**config.mk**
```make
export PLATFORM = sky130hd
export DESIGN_NAME = sector_pool_monitor
export DESIGN_NICKNAME = d
export VERILOG_FILES = /design/src/rtl/spm_pkg.sv /design/src/rtl/spm_usage_acc.sv /design/src/rtl/spm_watermark.sv /design/src/rtl/spm_regs.sv /design/src/rtl/sector_pool_monitor.sv
export SDC_FILE = /design/constraint.sdc
export NUM_CORES = 1
export LEC_CHECK = 0
export ABC_AREA = 1
export BUFFER_PORTS_ARGS = -buffer_cell sky130_fd_sc_hd__buf_2
export CORE_UTILIZATION = 60
export CTS_CLUSTER_DIAMETER = 200
export DETAILED_ROUTE_END_ITERATION = 10
export GPL_TIMING_DRIVEN = 0
export PLACE_DENSITY = 0.9
export SLEW_MARGIN = 20
export SYNTH_ARGS = -nofsm -noshare
export SYNTH_HDL_FRONTEND = slang
export SYNTH_HIERARCHICAL = 1
export SYNTH_SLANG_ARGS = --single-unit
export TNS_END_PERCENT = 5
```
**constraint.sdc**
```tcl
create_clock -name clk -period 6.4 [get_ports clk]
set_input_delay 1.6 -clock clk [delete_from_list [all_inputs] [get_ports clk]]
set_output_delay 1.6 -clock clk [all_outputs]
set_load 0.01 [all_outputs]
```
**src/rtl/spm_pkg.sv**
```systemverilog
package spm_pkg;

  typedef enum logic [2:0] {
    ADR_USAGE = 3'd0,
    ADR_HIGH  = 3'd1,
    ADR_LOW   = 3'd2,
    ADR_CAP   = 3'd3,
    ADR_STAT  = 3'd4
  } spm_addr_e;

  localparam int STAT_IRQ_BIT = 0;
  localparam int STAT_ERR_BIT = 1;

endpackage

```
**src/rtl/spm_usage_acc.sv**
```systemverilog
module spm_usage_acc #(
  parameter int CNT_W        = 16,
  parameter int LINE_W       = 3,
  parameter int LINE_SECTORS = 4
) (
  input  logic              clk,
  input  logic              rst,
  input  logic              wb_valid,
  input  logic [LINE_W-1:0] wb_old,
  input  logic [LINE_W-1:0] wb_new,
  input  logic [CNT_W-1:0]  cap,
  input  logic              err_clr,
  output logic [CNT_W-1:0]  usage_q,
  output logic              err_q
);

  localparam int EXT_W = CNT_W + 1;

  logic [LINE_W-1:0] add_n, sub_n;
  logic [EXT_W-1:0]  grow, net;
  logic              under;
  logic [CNT_W-1:0]  usage_d;
  logic              err_d;

  always_comb begin
    add_n = wb_valid ? wb_new : '0;
    sub_n = wb_valid ? wb_old : '0;
    grow  = {1'b0, usage_q} + EXT_W'(add_n);
    under = grow < EXT_W'(sub_n);
    net   = grow - EXT_W'(sub_n);
    if (under)
      usage_d = '0;
    else if (net > {1'b0, cap})
      usage_d = cap;
    else
      usage_d = net[CNT_W-1:0];
    err_d = under | (err_q & ~err_clr);
  end

  always_ff @(posedge clk) begin
    if (rst) begin
      usage_q <= '0;
      err_q   <= 1'b0;
    end else begin
      usage_q <= usage_d;
      err_q   <= err_d;
    end
  end

  // Input contract: per-line counts stay within one line's sector span.
  assert_line_range_R2: assert property (@(posedge clk) disable iff (rst)
    wb_valid |-> (int'(wb_old) <= LINE_SECTORS && int'(wb_new) <= LINE_SECTORS));

  assert_no_overflow_R3: assert property (@(posedge clk) disable iff (rst)
    1'b1 |=> usage_q <= $past(cap));

  assert_underflow_sets_err_R4: assert property (@(posedge clk) disable iff (rst)
    (wb_valid && (({1'b0, usage_q} + EXT_W'(wb_new)) < EXT_W'(wb_old)))
      |=> (err_q && usage_q == '0));

  assert_err_sticky_R4: assert property (@(posedge clk) disable iff (rst)
    (err_q && !err_clr) |=> err_q);

endmodule

```
**src/rtl/spm_watermark.sv**
```systemverilog
module spm_watermark #(
  parameter int CNT_W = 16
) (
  input  logic             clk,
  input  logic             rst,
  input  logic [CNT_W-1:0] usage,
  input  logic [CNT_W-1:0] high_mark,
  input  logic [CNT_W-1:0] low_mark,
  input  logic             clr_req,
  output logic             irq_q
);

  logic at_high, below_low, irq_d;

  always_comb begin
    at_high   = usage >= high_mark;
    below_low = usage < low_mark;
    irq_d     = at_high | (irq_q & ~(clr_req & below_low));
  end

  always_ff @(posedge clk) begin
    if (rst) irq_q <= 1'b0;
    else     irq_q <= irq_d;
  end

  assert_irq_set_R5: assert property (@(posedge clk) disable iff (rst)
    (usage >= high_mark) |=> irq_q);

  assert_irq_hold_R6: assert property (@(posedge clk) disable iff (rst)
    (irq_q && !(clr_req && usage < low_mark)) |=> irq_q);

  assert_irq_clear_R6: assert property (@(posedge clk) disable iff (rst)
    (clr_req && usage < low_mark && usage < high_mark) |=> !irq_q);

endmodule

```
**src/rtl/spm_regs.sv**
```systemverilog
module spm_regs
  import spm_pkg::*;
#(
  parameter int CNT_W       = 16,
  parameter int DATA_W      = 32,
  parameter int MAX_SECTORS = 32768
) (
  input  logic              clk,
  input  logic              rst,
  input  logic              wen,
  input  logic              ren,
  input  logic [2:0]        addr,
  input  logic [DATA_W-1:0] wdata,
  input  logic [CNT_W-1:0]  usage,
  input  logic              irq,
  input  logic              err,
  output logic [CNT_W-1:0]  high_q,
  output logic [CNT_W-1:0]  low_q,
  output logic [CNT_W-1:0]  cap_q,
  output logic              irq_clr,
  output logic              err_clr,
  output logic [DATA_W-1:0] rdata,
  output logic              rvalid
);

  localparam logic [CNT_W-1:0]  HIGH_RST = CNT_W'(MAX_SECTORS - MAX_SECTORS / 8);
  localparam logic [CNT_W-1:0]  LOW_RST  = CNT_W'(MAX_SECTORS - MAX_SECTORS / 4);
  localparam logic [CNT_W-1:0]  CAP_RST  = CNT_W'(MAX_SECTORS);
  localparam logic [DATA_W-1:0] CAP_LIM  = DATA_W'(MAX_SECTORS);

  logic              wr_stat;
  logic [CNT_W-1:0]  cap_wr;
  logic [DATA_W-1:0] rd_mux;

  always_comb begin
    wr_stat = wen && (addr == ADR_STAT);
    irq_clr = wr_stat && wdata[STAT_IRQ_BIT];
    err_clr = wr_stat && wdata[STAT_ERR_BIT];
    cap_wr  = (wdata > CAP_LIM) ? CAP_RST : wdata[CNT_W-1:0];
  end

  always_ff @(posedge clk) begin
    if (rst) begin
      high_q <= HIGH_RST;
      low_q  <= LOW_RST;
      cap_q  <= CAP_RST;
    end else if (wen) begin
      case (addr)
        ADR_HIGH: high_q <= wdata[CNT_W-1:0];
        ADR_LOW:  low_q  <= wdata[CNT_W-1:0];
        ADR_CAP:  cap_q  <= cap_wr;
        default: ;
      endcase
    end
  end

  always_comb begin
    rd_mux = '0;
    case (addr)
      ADR_USAGE: rd_mux = DATA_W'(usage);
      ADR_HIGH:  rd_mux = DATA_W'(high_q);
      ADR_LOW:   rd_mux = DATA_W'(low_q);
      ADR_CAP:   rd_mux = DATA_W'(cap_q);
      ADR_STAT: begin
        rd_mux[STAT_IRQ_BIT] = irq;
        rd_mux[STAT_ERR_BIT] = err;
      end
      default:   rd_mux = '0;
    endcase
  end

  always_ff @(posedge clk) begin
    if (rst) begin
      rdata  <= '0;
      rvalid <= 1'b0;
    end else begin
      rvalid <= ren;
      if (ren) rdata <= rd_mux;
    end
  end

  assert_cap_limit_R8: assert property (@(posedge clk) disable iff (rst)
    cap_q <= CAP_RST);

  assert_read_latency_R2: assert property (@(posedge clk) disable iff (rst)
    ren |=> rvalid);

endmodule

```
**src/rtl/sector_pool_monitor.sv**
```systemverilog
module sector_pool_monitor #(
  parameter int MAX_SECTORS  = 32768,
  parameter int LINE_SECTORS = 4,
  parameter int DATA_W       = 32,
  localparam int CNT_W       = $clog2(MAX_SECTORS + 1),
  localparam int LINE_W      = $clog2(LINE_SECTORS + 1)
) (
  input  logic              clk,
  input  logic              rst,
  input  logic              wb_valid,
  input  logic [LINE_W-1:0] wb_old_sectors,
  input  logic [LINE_W-1:0] wb_new_sectors,
  input  logic              reg_wen,
  input  logic              reg_ren,
  input  logic [2:0]        reg_addr,
  input  logic [DATA_W-1:0] reg_wdata,
  output logic [DATA_W-1:0] reg_rdata,
  output logic              reg_rvalid,
  output logic              warn_irq,
  output logic              underflow_err
);

  logic [CNT_W-1:0] usage_q, high_q, low_q, cap_q;
  logic             irq_clr, err_clr;

  spm_usage_acc #(
    .CNT_W(CNT_W), .LINE_W(LINE_W), .LINE_SECTORS(LINE_SECTORS)
  ) u_acc (
    .clk(clk), .rst(rst),
    .wb_valid(wb_valid), .wb_old(wb_old_sectors), .wb_new(wb_new_sectors),
    .cap(cap_q), .err_clr(err_clr),
    .usage_q(usage_q), .err_q(underflow_err)
  );

  spm_watermark #(.CNT_W(CNT_W)) u_mark (
    .clk(clk), .rst(rst),
    .usage(usage_q), .high_mark(high_q), .low_mark(low_q),
    .clr_req(irq_clr), .irq_q(warn_irq)
  );

  spm_regs #(
    .CNT_W(CNT_W), .DATA_W(DATA_W), .MAX_SECTORS(MAX_SECTORS)
  ) u_regs (
    .clk(clk), .rst(rst),
    .wen(reg_wen), .ren(reg_ren), .addr(reg_addr), .wdata(reg_wdata),
    .usage(usage_q), .irq(warn_irq), .err(underflow_err),
    .high_q(high_q), .low_q(low_q), .cap_q(cap_q),
    .irq_clr(irq_clr), .err_clr(err_clr),
    .rdata(reg_rdata), .rvalid(reg_rvalid)
  );

endmodule

```
=== Word level (Yosys, flattened, before mapping) ===
Cells that the tools add are included.

* Flip-flop bits (word level): 99
* Output and inout port bits: 35
* Logic and storage cells: 40

* $add $sub $neg: 2
* Order comparisons: 5
* Equal/unequal tests: 4
* Mux-type cells: 6
* Bitwise operators: 7
* Reduce and logical (&&, ||, !) cells: 8

{| class="wikitable"
|+ Operators by type and width
! cell !! number
|-
| one-hot mux 14 bit (4 select lines) || 1
|-
| > comparator 32 x 16 -> 1 bit, second input constant || 1
|-
| two-way mux 16 bit || 2
|-
| adder 16 x 3 -> 17 bit || 1
|-
| > comparator 17 x 16 -> 1 bit || 1
|-
| < comparator 17 x 3 -> 1 bit || 1
|-
| subtractor 17 x 3 -> 17 bit || 1
|-
| >= comparator 16 bit || 1
|-
| < comparator 16 bit || 1
|-
| one-hot mux 2 bit (5 select lines) || 1
|-
| equality test 3 x 2 -> 1 bit, second input constant || 2
|-
| two-way mux 3 bit || 2
|-
| AND reduction 2 bit || 3
|-
| bitwise AND 1 bit || 3
|-
| equality test 3 x 1 -> 1 bit, second input constant || 1
|-
| equality test 3 bit, second input constant || 1
|-
| logical AND 1 bit || 3
|-
| zero test 3 bit || 1
|-
| NOT 1 bit || 2
|-
| OR 1 bit || 2
|-
| OR reduction 2 bit || 1
|}

=== Depth between registers and ports, before layout ===
Gate-level depths: netlist of the first run.

* Depth in word-level cells: 7
* Gate-level depth with buffers: 36
* Mapped depth without buffers: 35

=== Hierarchy ===
The synthesis of the first run kept the hierarchy.

{| class="wikitable"
|+ By module, submodules not included
! module !! times used !! cells an instance !! area each (sq um) !! seq. area each (sq um)
|-
| spm_regs || 1 || 498 || 3330.7 || 1301.2
|-
| spm_usage_acc || 1 || 438 || 2479.9 || 340.3
|-
| spm_watermark || 1 || 137 || 853.3 || 20.0
|}

=== Least setup slack after synthesis of the first run ===
No wires, ideal clock.

* Path kind: input-to-reg
* Start point: in wb_new_sectors[0]
* End point: reg u_acc.usage_q[13]
* Arrival: 5.123 ns
* Path slack: 1.165 ns
* Cell stages on the path: 32
* Path buffers: 1
* Cell sequence: nand2_1 -> inv_1 -> ha_1 -> inv_1 -> fa_1 -> xnor2_1 -> ha_1 -> a21oi_1 -> o21a_1 -> nand2_1 -> nor2_1 -> nand2_1 -> nor2_1 -> nand4_1 -> nand2_1 -> inv_1 -> ha_1 -> nand2_1 -> inv_1 -> nand3_1 -> a21oi_1 -> nor2_1 -> nand2_1 -> nand2_1 -> nand2_1 -> nand2_1 -> nand2_1 -> nand2_1 -> nand3_4 -> buf_6 -> nor2_1 -> nor2_1

* Longest elaborated chain between the ends: 5

{| class="wikitable"
|+ RTL lines
! element !! line !! source
|-
| start, declared || sector_pool_monitor.sv:12 || <nowiki>input logic [LINE_W-1:0] wb_new_sectors,</nowiki>
|-
| two-way mux 3 bit (*) || spm_usage_acc.sv:26 || <nowiki>add_n = wb_valid ? wb_new : '0;</nowiki>
|-
| adder 16 x 3 -> 17 bit (*) || spm_usage_acc.sv:28 || <nowiki>grow = {1'b0, usage_q} + EXT_W'(add_n);</nowiki>
|-
| subtractor 17 x 3 -> 17 bit || spm_usage_acc.sv:30 || <nowiki>net = grow - EXT_W'(sub_n);</nowiki>
|-
| > comparator 17 x 16 -> 1 bit || spm_usage_acc.sv:33 || <nowiki>else if (net > {1'b0, cap})</nowiki>
|-
| two-way mux 16 bit || spm_usage_acc.sv:33 ||
|-
| end signal, assigned || spm_usage_acc.sv:45 || <nowiki>usage_q <= usage_d;</nowiki>
|-
| end, declared || spm_usage_acc.sv:13 || <nowiki>output logic [CNT_W-1:0] usage_q,</nowiki>
|}

Every way passes the cells marked *; elsewhere a longest branch is shown, timed or not.
A chain may end at the register's enable or synchronous reset.

=== Worst setup path after layout of the first run ===
* Start point: in wb_valid
* End point: reg u_acc.usage_q[6]

* Longest elaborated chain between the ends: 5

{| class="wikitable"
|+ RTL lines
! element !! line !! source
|-
| start, declared || sector_pool_monitor.sv:10 || <nowiki>input logic wb_valid,</nowiki>
|-
| two-way mux 3 bit || spm_usage_acc.sv:26 ||
|-
| adder 16 x 3 -> 17 bit || spm_usage_acc.sv:28 ||
|-
| subtractor 17 x 3 -> 17 bit || spm_usage_acc.sv:30 ||
|-
| > comparator 17 x 16 -> 1 bit || spm_usage_acc.sv:33 ||
|-
| two-way mux 16 bit || spm_usage_acc.sv:33 ||
|}

Several ways; a longest one is shown, not always the timed one.

==> impl_metrics.yaml, run 1 <==
status:
  status: "completed"
critical_path:
  worst_setup_path_start_kind: "input port"
  cp-end-kind: "flop"
  crit_fanout: 10
  crit_path_frequent_cell: "nand2_1"
  path_delay_family: "simple AND/OR/NAND/NOR gates"
  cp.arrival_ns: 6.12
  critPathBufInv: 6
  slowest_stage: "fa_1"
  criticalPathCategory: "in -> reg"
  critPathMaxStageDelay_ns: 0.41
  required_ns: 6.65
sta:
  min_period_ns: 5.870
  max_freq_mhz: 170.3
  period_share_pct: 91.72
  timing.slew.headroom_pct: 57.53
  skew_ns: 0.007395
  hold_violations: 0
  slew_violations: 0
  max_slew.worst_pin.slew_ns: 0.6371
  setup_viol: 0
  setup_tns_ns: 0
  worst_hold_slack_ns: 0.4662
  rsz0062_at_grt: "no"
synthesis:
  synth_top_family_by_area: "simple AND/OR/NAND/NOR gates"
  synth-compound-area-share_pct: 10.48
  syn_area_um2: 6664
  ys_seq_area_share_pct: 24.93
  yosys.area.top_type: "dfxtp_1"
  synth_edf_count: 0
  ys_types: 41
  synthSimpleGateAreaFrac_pct: 38.42
  synth_mux_area_share_pct: 0
  synthTopCellsByArea: "dfxtp_1, nand2_1, ha_1"
  synthCells: 1073
  ys_seq_elements: 83
  yosys_warnings: 6
  synth_top_area_share_pct: 24.93
  synth_fa_ha_area_share_pct: 10.55
  synth_flop_cell: "dfxtp_1"
  async_flop_share_pct: 0
  synth-xor-area-share_pct: 0.9200
  syn_avg_cell_area_um2: 6.211
floorplan:
  die_y_um: 107.4
  fp.dieW_um: 107.4
  core.rowCount: 38
  core_region_area_um2: 10840
  boundaryPins: 81
  die-area_um2: 11530
  initial_core_util_pct: 61.47
global_route:
  antenna_found_initial: 0
  grt_usage_pct: 32.29
  use_met3_pct: 5.751
  grt_first_pass_wirelength_mm: 29.30
  grtUsageMet2_pct: 53.82
  met1_usage_pct: 40.62
  grt.overflow.total: 0
  grt_max_degree: 13
  grt_pass1_vias: 6429
  busiest_layer: "met2"
job:
  cap_violations: 0
routing:
  avgViaCountPerCell: 5.380
  wl_per_cell_um: 13.80
  drt_iter0_markers: 618
  dr.pass1.iters: 5
  drc: 0
  drt-total-wl_mm: 17.99
  antenna_left: 0
  vias: 7015
pwr:
  pwr-share-comb_pct: 54.1
  p_sw_share_pct: 46.32
  sequentialPowerShare_pct: 29.5
  cellLeakagePower_nw: 3.820
  switchingPower_mw: 1.049
  internal-power_mw: 1.215
  power_density_nw_per_um2: 306.5
  clockPowerShare_pct: 16.4
  ir_drop_uv: 145.8
final_layout:
  drive_gt1_share_pct: 15.81
  n_antenna_cell: 0
  fin_nets: 1262
  areaGrowthSynthToFinish_pct: 10.85
  final_common_cell: "nand2_1"
  layout_common_cells: "nand2_1, inv_1, nor2_1"
clock_tree:
  clk_latency_ns: 0.36
  clkTransAtPathRegs_ns: 0.08
  cts_root_buffer: "clkbuf_8"
  ctsResizeCount: 0
  clockBufferDepth: 2
  ctsHoldBuffers: 0
  numCtsBuffers: 9
  htreeDepth: 3
  cts_setup_buffers: 0
  cts.sinks: 83
  cts_tree: "done"
placed_design:
  port_buffers: 62
  dp_hpwl_mm: 13.78
  gp_congestion: 0.9486
min_path:
  hp-class: "reg -> reg"
==> final cells by class <==
type / instances / area [um^2]
multi-input combinational: 780 / 4083
fill: 984 / 3453
sequential: 83 / 1662
inverter: 180 / 676.9
timing repair buffer: 62 / 310.3
buffer: 45 / 299.0
tap: 140 / 175.2
clock buffer: 11 / 141.4
clock inverter: 3 / 40.04
==> path summary, 6_finish.rpt <==
path / start / to / slack (ns) / cells after the start
hold reg to reg: u_regs/rdata[13] / u_regs/rdata[13] / 0.47 / 2
hold / removal: u_regs/rdata[13] / u_regs/rdata[13] / 0.47 / 2
setup reg to reg: u_acc/usage_q[0] / u_acc/usage_q[6] / 1.56 / 30
setup / recovery: wb_valid / u_acc/usage_q[6] / 0.53 / 33
==> cell usage after synthesis, types with 3 or more instances <==
cell type,count
and2_1,3
nand3_1,67
dfxtp_1,83
o21ai_0,46
a21oi_1,59
nand2_2,18
buf_4,23
nand3_2,5
nor3_1,3
buf_6,4
inv_2,5
nor2_1,143
nand2_1,290
a21oi_2,11
o21ai_1,3
ha_1,53
nor2_4,8
inv_1,173
clkbuf_1,7
nor2_2,13
nand4_1,15
xor2_1,5
buf_2,11
==> per-layer routing <==
| metal | wire (um) | vias to the layer above |
|---|---|---|
| met4 | 733 | 0 |
| met2 | 7986 | 373 |
| li1 | - | 3475 |
| met1 | 7610 | 3098 |
| met3 | 1660 | 69 |
| met5 | 0 | - |
==> power by group through the flow <==
stage,Combinational [mW],Sequential (mW),Clock (mW)
finish,1.23,0.668,0.371
global route,1.41,0.671,0.393
CTS,1.21,0.663,0.373
detailed placement,1.20,0.675,0
global placement,1.15,0.673,0
floorplan,0.949,0.634,0
==> worst min-delay path, delay by kind of cell, from the launching register on <==
kind	cells	cell delay [ns]
simple gates	1	0.06
compound gates	1	0.05
flops	1	0.31
==> flip-flops by register name (all words and copies together) (netlist names) <==
register,count
u_regs/rvalid,1
u_regs/rdata,16
u_regs/low_q,16
u_regs/high_q,16
u_acc/err_q,1
u_mark/irq_q,1
u_regs/cap_q,16
u_acc/usage_q,16
==> cell families (layout without fill, tap and decap cells) <==
logic type      Yosys count  in the layout
compound gates          126            126
xor+xnor                  7              7
fa+ha+maj                55             55
buf+inv                 225            301
flops                    83             83
other cells               1             16
simple gates            576            576
==> per-stage QoR <==
step           worst slack, ns  area, um^2  util, %  instances  power [mW]
5_1_grt                 0.1425        7387    68.14       1304       2.476
4_1_cts                 0.6323        7387    68.14       1304       2.242
3_3_place_gp            0.3427        7206    66.47       1290       1.826
6_report                0.5297        7387    68.14       1304       2.264
2_1_floorplan            1.165        6720        -       1088       1.584
3_5_place_dp            0.2652        7206    66.47       1290       1.874
(Power assumes the default switching activity.)
==> run 2: changes to the inputs <==
Settings changed: CORE_UTILIZATION 60 to 54, PLACE_DENSITY 0.9 to 0.86.
Clock period 6.4 ns to 5.3 ns, I/O delays scaled along.
==> run 2 against run 1 <==
Clock power up 82%. Final cell count rose by 1.3%. Die area grew 11%. Non-clock buffer count grew 8. Clock-buffer cell count down 2. Critical path type unchanged. Largest cell class unchanged.
==> impl_metrics.yaml, run 2 (synthesis gave the netlist of run 1 again) <==
pwr:
  p_sw_share_pct: 43.99
  internal-power_mw: 1.730
  pwr-share-comb_pct: 52.1
  power_density_nw_per_um2: 403.7
  cellLeakagePower_nw: 3.929
  clockPowerShare_pct: 21.8
  switchingPower_mw: 1.359
  sequentialPowerShare_pct: 26.1
  ir_drop_uv: 238.1
sta:
  skew_ns: 0.004941
  timing.slew.headroom_pct: 56.08
  worst_hold_slack_ns: 0.4710
  hold_violations: 0
  max_freq_mhz: 198.0
  slew_violations: 0
  period_share_pct: 95.31
  min_period_ns: 5.051
  max_slew.worst_pin.slew_ns: 0.6588
  setup_viol: 0
routing:
  dr_wl_met2_mm: 7.911
  wl_per_cell_um: 13.47
  routed-wl-met3_mm: 1.541
  vias: 6978
  routed.top_layer: "met4"
  drt-total-wl_mm: 17.80
  antenna_left: 0
  avgViaCountPerCell: 5.282
  drt-met1-wl_mm: 7.470
  dr.pass1.iters: 5
  drt_iter0_markers: 585
  drc: 0
job:
  cap_violations: 0
critical_path:
  worst_setup_path_start_kind: "input port"
  required_ns: 5.53
  cp.arrival_ns: 5.28
  slowest_stage: "fa_2"
  critPathMaxStageDelay_ns: 0.34
  crit_path_frequent_cell: "nand2_1"
  cp-end-kind: "flop"
  criticalPathCategory: "in -> reg"
  crit_fanout: 10
clock_tree:
  clkTransAtPathRegs_ns: 0.06
  clockBufferDepth: 2
  numCtsBuffers: 9
  clk_latency_ns: 0.34
  cts_root_buffer: "clkbuf_16"
  htreeDepth: 3
  cts_tree: "done"
  cts.sinks: 83
final_layout:
  areaGrowthSynthToFinish_pct: 14.83
  n_antenna_cell: 0
  fin_nets: 1270
  final_common_cell: "nand2_1"
  drive_gt1_share_pct: 17.72
  fin_util_pct: 63.71
  layout_common_cells: "nand2_1, inv_1, nor2_1"
status:
  status: "completed"
global_route:
  grt_max_degree: 15
  grt_usage_pct: 28.06
  grt_pass1_vias: 6221
  grt.overflow.total: 0
  grt_first_pass_wirelength_mm: 28.41
  antenna_found_initial: 0
min_path:
  hp-class: "reg -> reg"
placed_design:
  gp_congestion: 0.9895
  port_buffers: 62
  dp_hpwl_mm: 13.90
floorplan:
  die-area_um2: 12790
  core_region_area_um2: 12010
  core.rowCount: 40
  boundaryPins: 81
  fp.dieW_um: 113.1
  die_y_um: 113.1
  initial_core_util_pct: 55.48
[run 2: final cells by class]
cell class                 count  area (um^2)
fill                        1076         4359
multi-input combinational    780         4143
sequential                    83         1662
inverter                     180        676.9
timing repair buffer          70        370.4
buffer                        45        299.0
clock buffer                   9        225.2
tap                          147        183.9
clock inverter                 7        92.59
[run 2: path summary, 6_finish.rpt]
path / start / to / slack, ns / cells past startpoint
max reg2reg: u_acc/usage_q[0] / u_acc/usage_q[13] / 1.03 / 30
min: u_regs/rdata[2] / u_regs/rdata[2] / 0.47 / 2
min reg2reg: u_regs/rdata[2] / u_regs/rdata[2] / 0.47 / 2
max: wb_valid / u_acc/usage_q[13] / 0.25 / 33
[run 2: layer usage]
layer,up-vias,global-route usage (%)
met5,-,0
met4,0,14.91
met3,63,5.303
met2,344,45.40
met1,3071,35.48
li1,3500,-
[run 2: power by group through the flow]
stage	Sequential [mW]	Clock, mW	Combinational, mW
final	0.805	0.675	1.61
after detailed placement	0.813	0	1.45
after floorplan	0.766	0	1.15
after global placement	0.811	0	1.40
after global routing	0.810	0.701	1.84
after CTS	0.799	0.675	1.48
[run 2: critical path: cells and delay by family]
family	cells	cell delay, ns
and+or+nand+nor	19	1.79
adders and majority gates	4	1.08
buffers and inverters	6	0.54
AOI/OAI and AO/OA	3	0.39
xor gates and xnor gates	1	0.13
[run 2: timing repair]
item | 4_1_cts | 5_1_grt
hold endpoints to repair | 0 | 0
pin swaps | 0 | 8
gates resized for setup | 3 | 14
endpoints found under the setup margin | 16 | 16
buffers inserted | 1 | 7
hold buffers | 0 | 0
[run 2: through the flow]
step | total power [mW] | cell area [um^2] | setup WS [ns] | cells | setup TNS [ns]
after floorplan | 1.912 | 6720 | 0.3397 | 1088 | 0
after global placement | 2.208 | 7214 | -0.4077 | 1297 | -5.577
after detailed placement | 2.264 | 7214 | -0.5311 | 1297 | -7.120
after CTS | 2.958 | 7547 | 0.002575 | 1314 | 0
after global routing | 3.347 | 7652 | -0.03303 | 1321 | -0.2177
final | 3.089 | 7652 | 0.2486 | 1321 | 0
==> run 3: changes to the inputs <==
==> constraint.sdc (replaced) <==
create_clock -name clk -period 5.3 [get_ports clk]
set_input_delay 0.795 -clock clk [delete_from_list [all_inputs] [get_ports clk]]
set_output_delay 0.795 -clock clk [all_outputs]
set_load 0.01 [all_outputs]
==> run 3 against run 2 <==
Global-route usage about the same. Core utilization is 0.96 points lower. Final area decreased by 1.5%. Largest power group unchanged.
==> impl_metrics.yaml, run 3 (synthesis gave the netlist of run 1 again) <==
sta:
  rsz0062_at_grt: "no"
  min_period_ns: 4.929
  max_slew.worst_pin.slew_ns: 0.6498
  slew_violations: 0
  skew_ns: 0.005917
  period_share_pct: 92.99
  timing.slew.headroom_pct: 56.68
  hold_violations: 0
  setup_viol: 0
  fin_ws_ns: 0.3714
  max_freq_mhz: 202.9
  worst_hold_slack_ns: 0.4661
final_layout:
  drive_gt1_share_pct: 16.21
  layout_common_cells: "nand2_1, inv_1, nor2_1"
  areaGrowthSynthToFinish_pct: 13.11
  fin_nets: 1262
  final_common_cell: "nand2_1"
  finalNonFillerCells: 1313
  n_antenna_cell: 0
min_path:
  hp-class: "reg -> reg"
floorplan:
  initial_core_util_pct: 55.48
  core_region_area_um2: 12010
  boundaryPins: 81
  die_y_um: 113.1
  fp.dieW_um: 113.1
  die-area_um2: 12790
  core.rowCount: 40
clock_tree:
  cts_root_buffer: "clkbuf_16"
  clk_latency_ns: 0.34
  htreeDepth: 3
  clkTransAtPathRegs_ns: 0.06
  numCtsBuffers: 9
  clockBufferDepth: 2
  cts.sinks: 83
  cts_tree: "done"
  ctsHoldBuffers: 0
placed_design:
  post-place-cells: 1297
  place_ws_ns: -0.001076
  port_buffers: 62
  dp_hpwl_mm: 13.90
  gp_congestion: 0.9895
global_route:
  grt_first_pass_wirelength_mm: 28.37
  grt.overflow.total: 0
  antenna_found_initial: 0
  grt_pass1_vias: 6204
  grt_usage_pct: 28.02
  grt_max_degree: 15
pwr:
  ir_drop_uv: 237.1
  cellLeakagePower_nw: 3.884
  power_density_nw_per_um2: 394.1
job:
  cap_violations: 0
routing:
  wl_per_cell_um: 13.43
  drc: 0
  drt_iter0_markers: 641
  antenna_left: 0
  avgViaCountPerCell: 5.287
  drt-total-wl_mm: 17.63
  dr.pass1.iters: 5
  vias: 6942
critical_path:
  crit_fanout: 10
  cp-end-kind: "flop"
  slowest_stage: "fa_1"
  worst_setup_path_start_kind: "input port"
  required_ns: 5.53
  crit_path_frequent_cell: "nand2_1"
  critPathMaxStageDelay_ns: 0.40
  cp.arrival_ns: 5.16
  criticalPathCategory: "in -> reg"
status:
  status: "completed"
run 3: cell count changes in the layout (fill, tap and decap cells not counted), sizes merged:
cell  previous run  this run
buf            108       100
run 3: path summary, 6_finish.rpt:
path / end / startpoint / slack, ns / depth (start not counted)
max: u_acc/usage_q[13] / wb_valid / 0.37 / 33
min: u_regs/rdata[2] / u_regs/rdata[2] / 0.47 / 2
max reg2reg: u_acc/usage_q[13] / u_acc/usage_q[0] / 0.63 / 30
min reg2reg: u_regs/rdata[2] / u_regs/rdata[2] / 0.47 / 2
run 3: worst max-delay path, delay by kind of cell:
kind                     cells  cell delay (ns)
AO/OA/AOI/OAI                3             0.44
buffers and inverters        6             0.55
XOR/XNOR                     1             0.14
adder cells (fa/ha/maj)      4             1.23
AND/OR/NAND/NOR             19             1.99
run 3: metal layers:
layer / GRT usage, % / vias to the layer above / routed length, um
met3: 5.303 / 69 / 1459
met5: 0 / - / 0
met2: 45.28 / 335 / 7742
met1: 35.44 / 3053 / 7540
li1: - / 3485 / -
met4: 14.91 / 0 / 890
run 3: power breakdown:
group / internal (mW) / switching (mW) / leakage, nW
clock: 0.412 / 0.262 / 0.159
sequential: 0.687 / 0.115 / 0.676
combinational: 0.558 / 0.936 / 3.05
run 3: stage by stage:
stage | TNS (ns) | total power [mW] | instance area [um^2] | utilization [%]
3_5_place_dp | -0.001076 | 2.264 | 7214 | 60.06
3_3_place_gp | 0 | 2.208 | 7214 | 60.06
6_report | 0 | 2.970 | 7537 | 62.75
5_1_grt | 0 | 3.221 | 7537 | 62.75
2_1_floorplan | 0 | 1.912 | 6720 | -
4_1_cts | 0 | 2.942 | 7532 | 62.71
run 3: cell type report:
| cell class | instances | area [um^2] |
|---|---|---|
| well taps | 147 | 183.9 |
| multi-input cells | 780 | 4088 |
| clock inverters | 7 | 92.59 |
| clock buffers | 9 | 225.2 |
| inverters | 180 | 676.9 |
| plain buffers | 45 | 299.0 |
| fillers | 1101 | 4474 |
| repair buffers | 62 | 310.3 |
| flip-flops and latches | 83 | 1662 |
run 3: what timing repair did:
item | CTS | global route
buffers inserted | 0 | 0
endpoints found under the setup margin | 0 | 11
resized for setup | 0 | 2
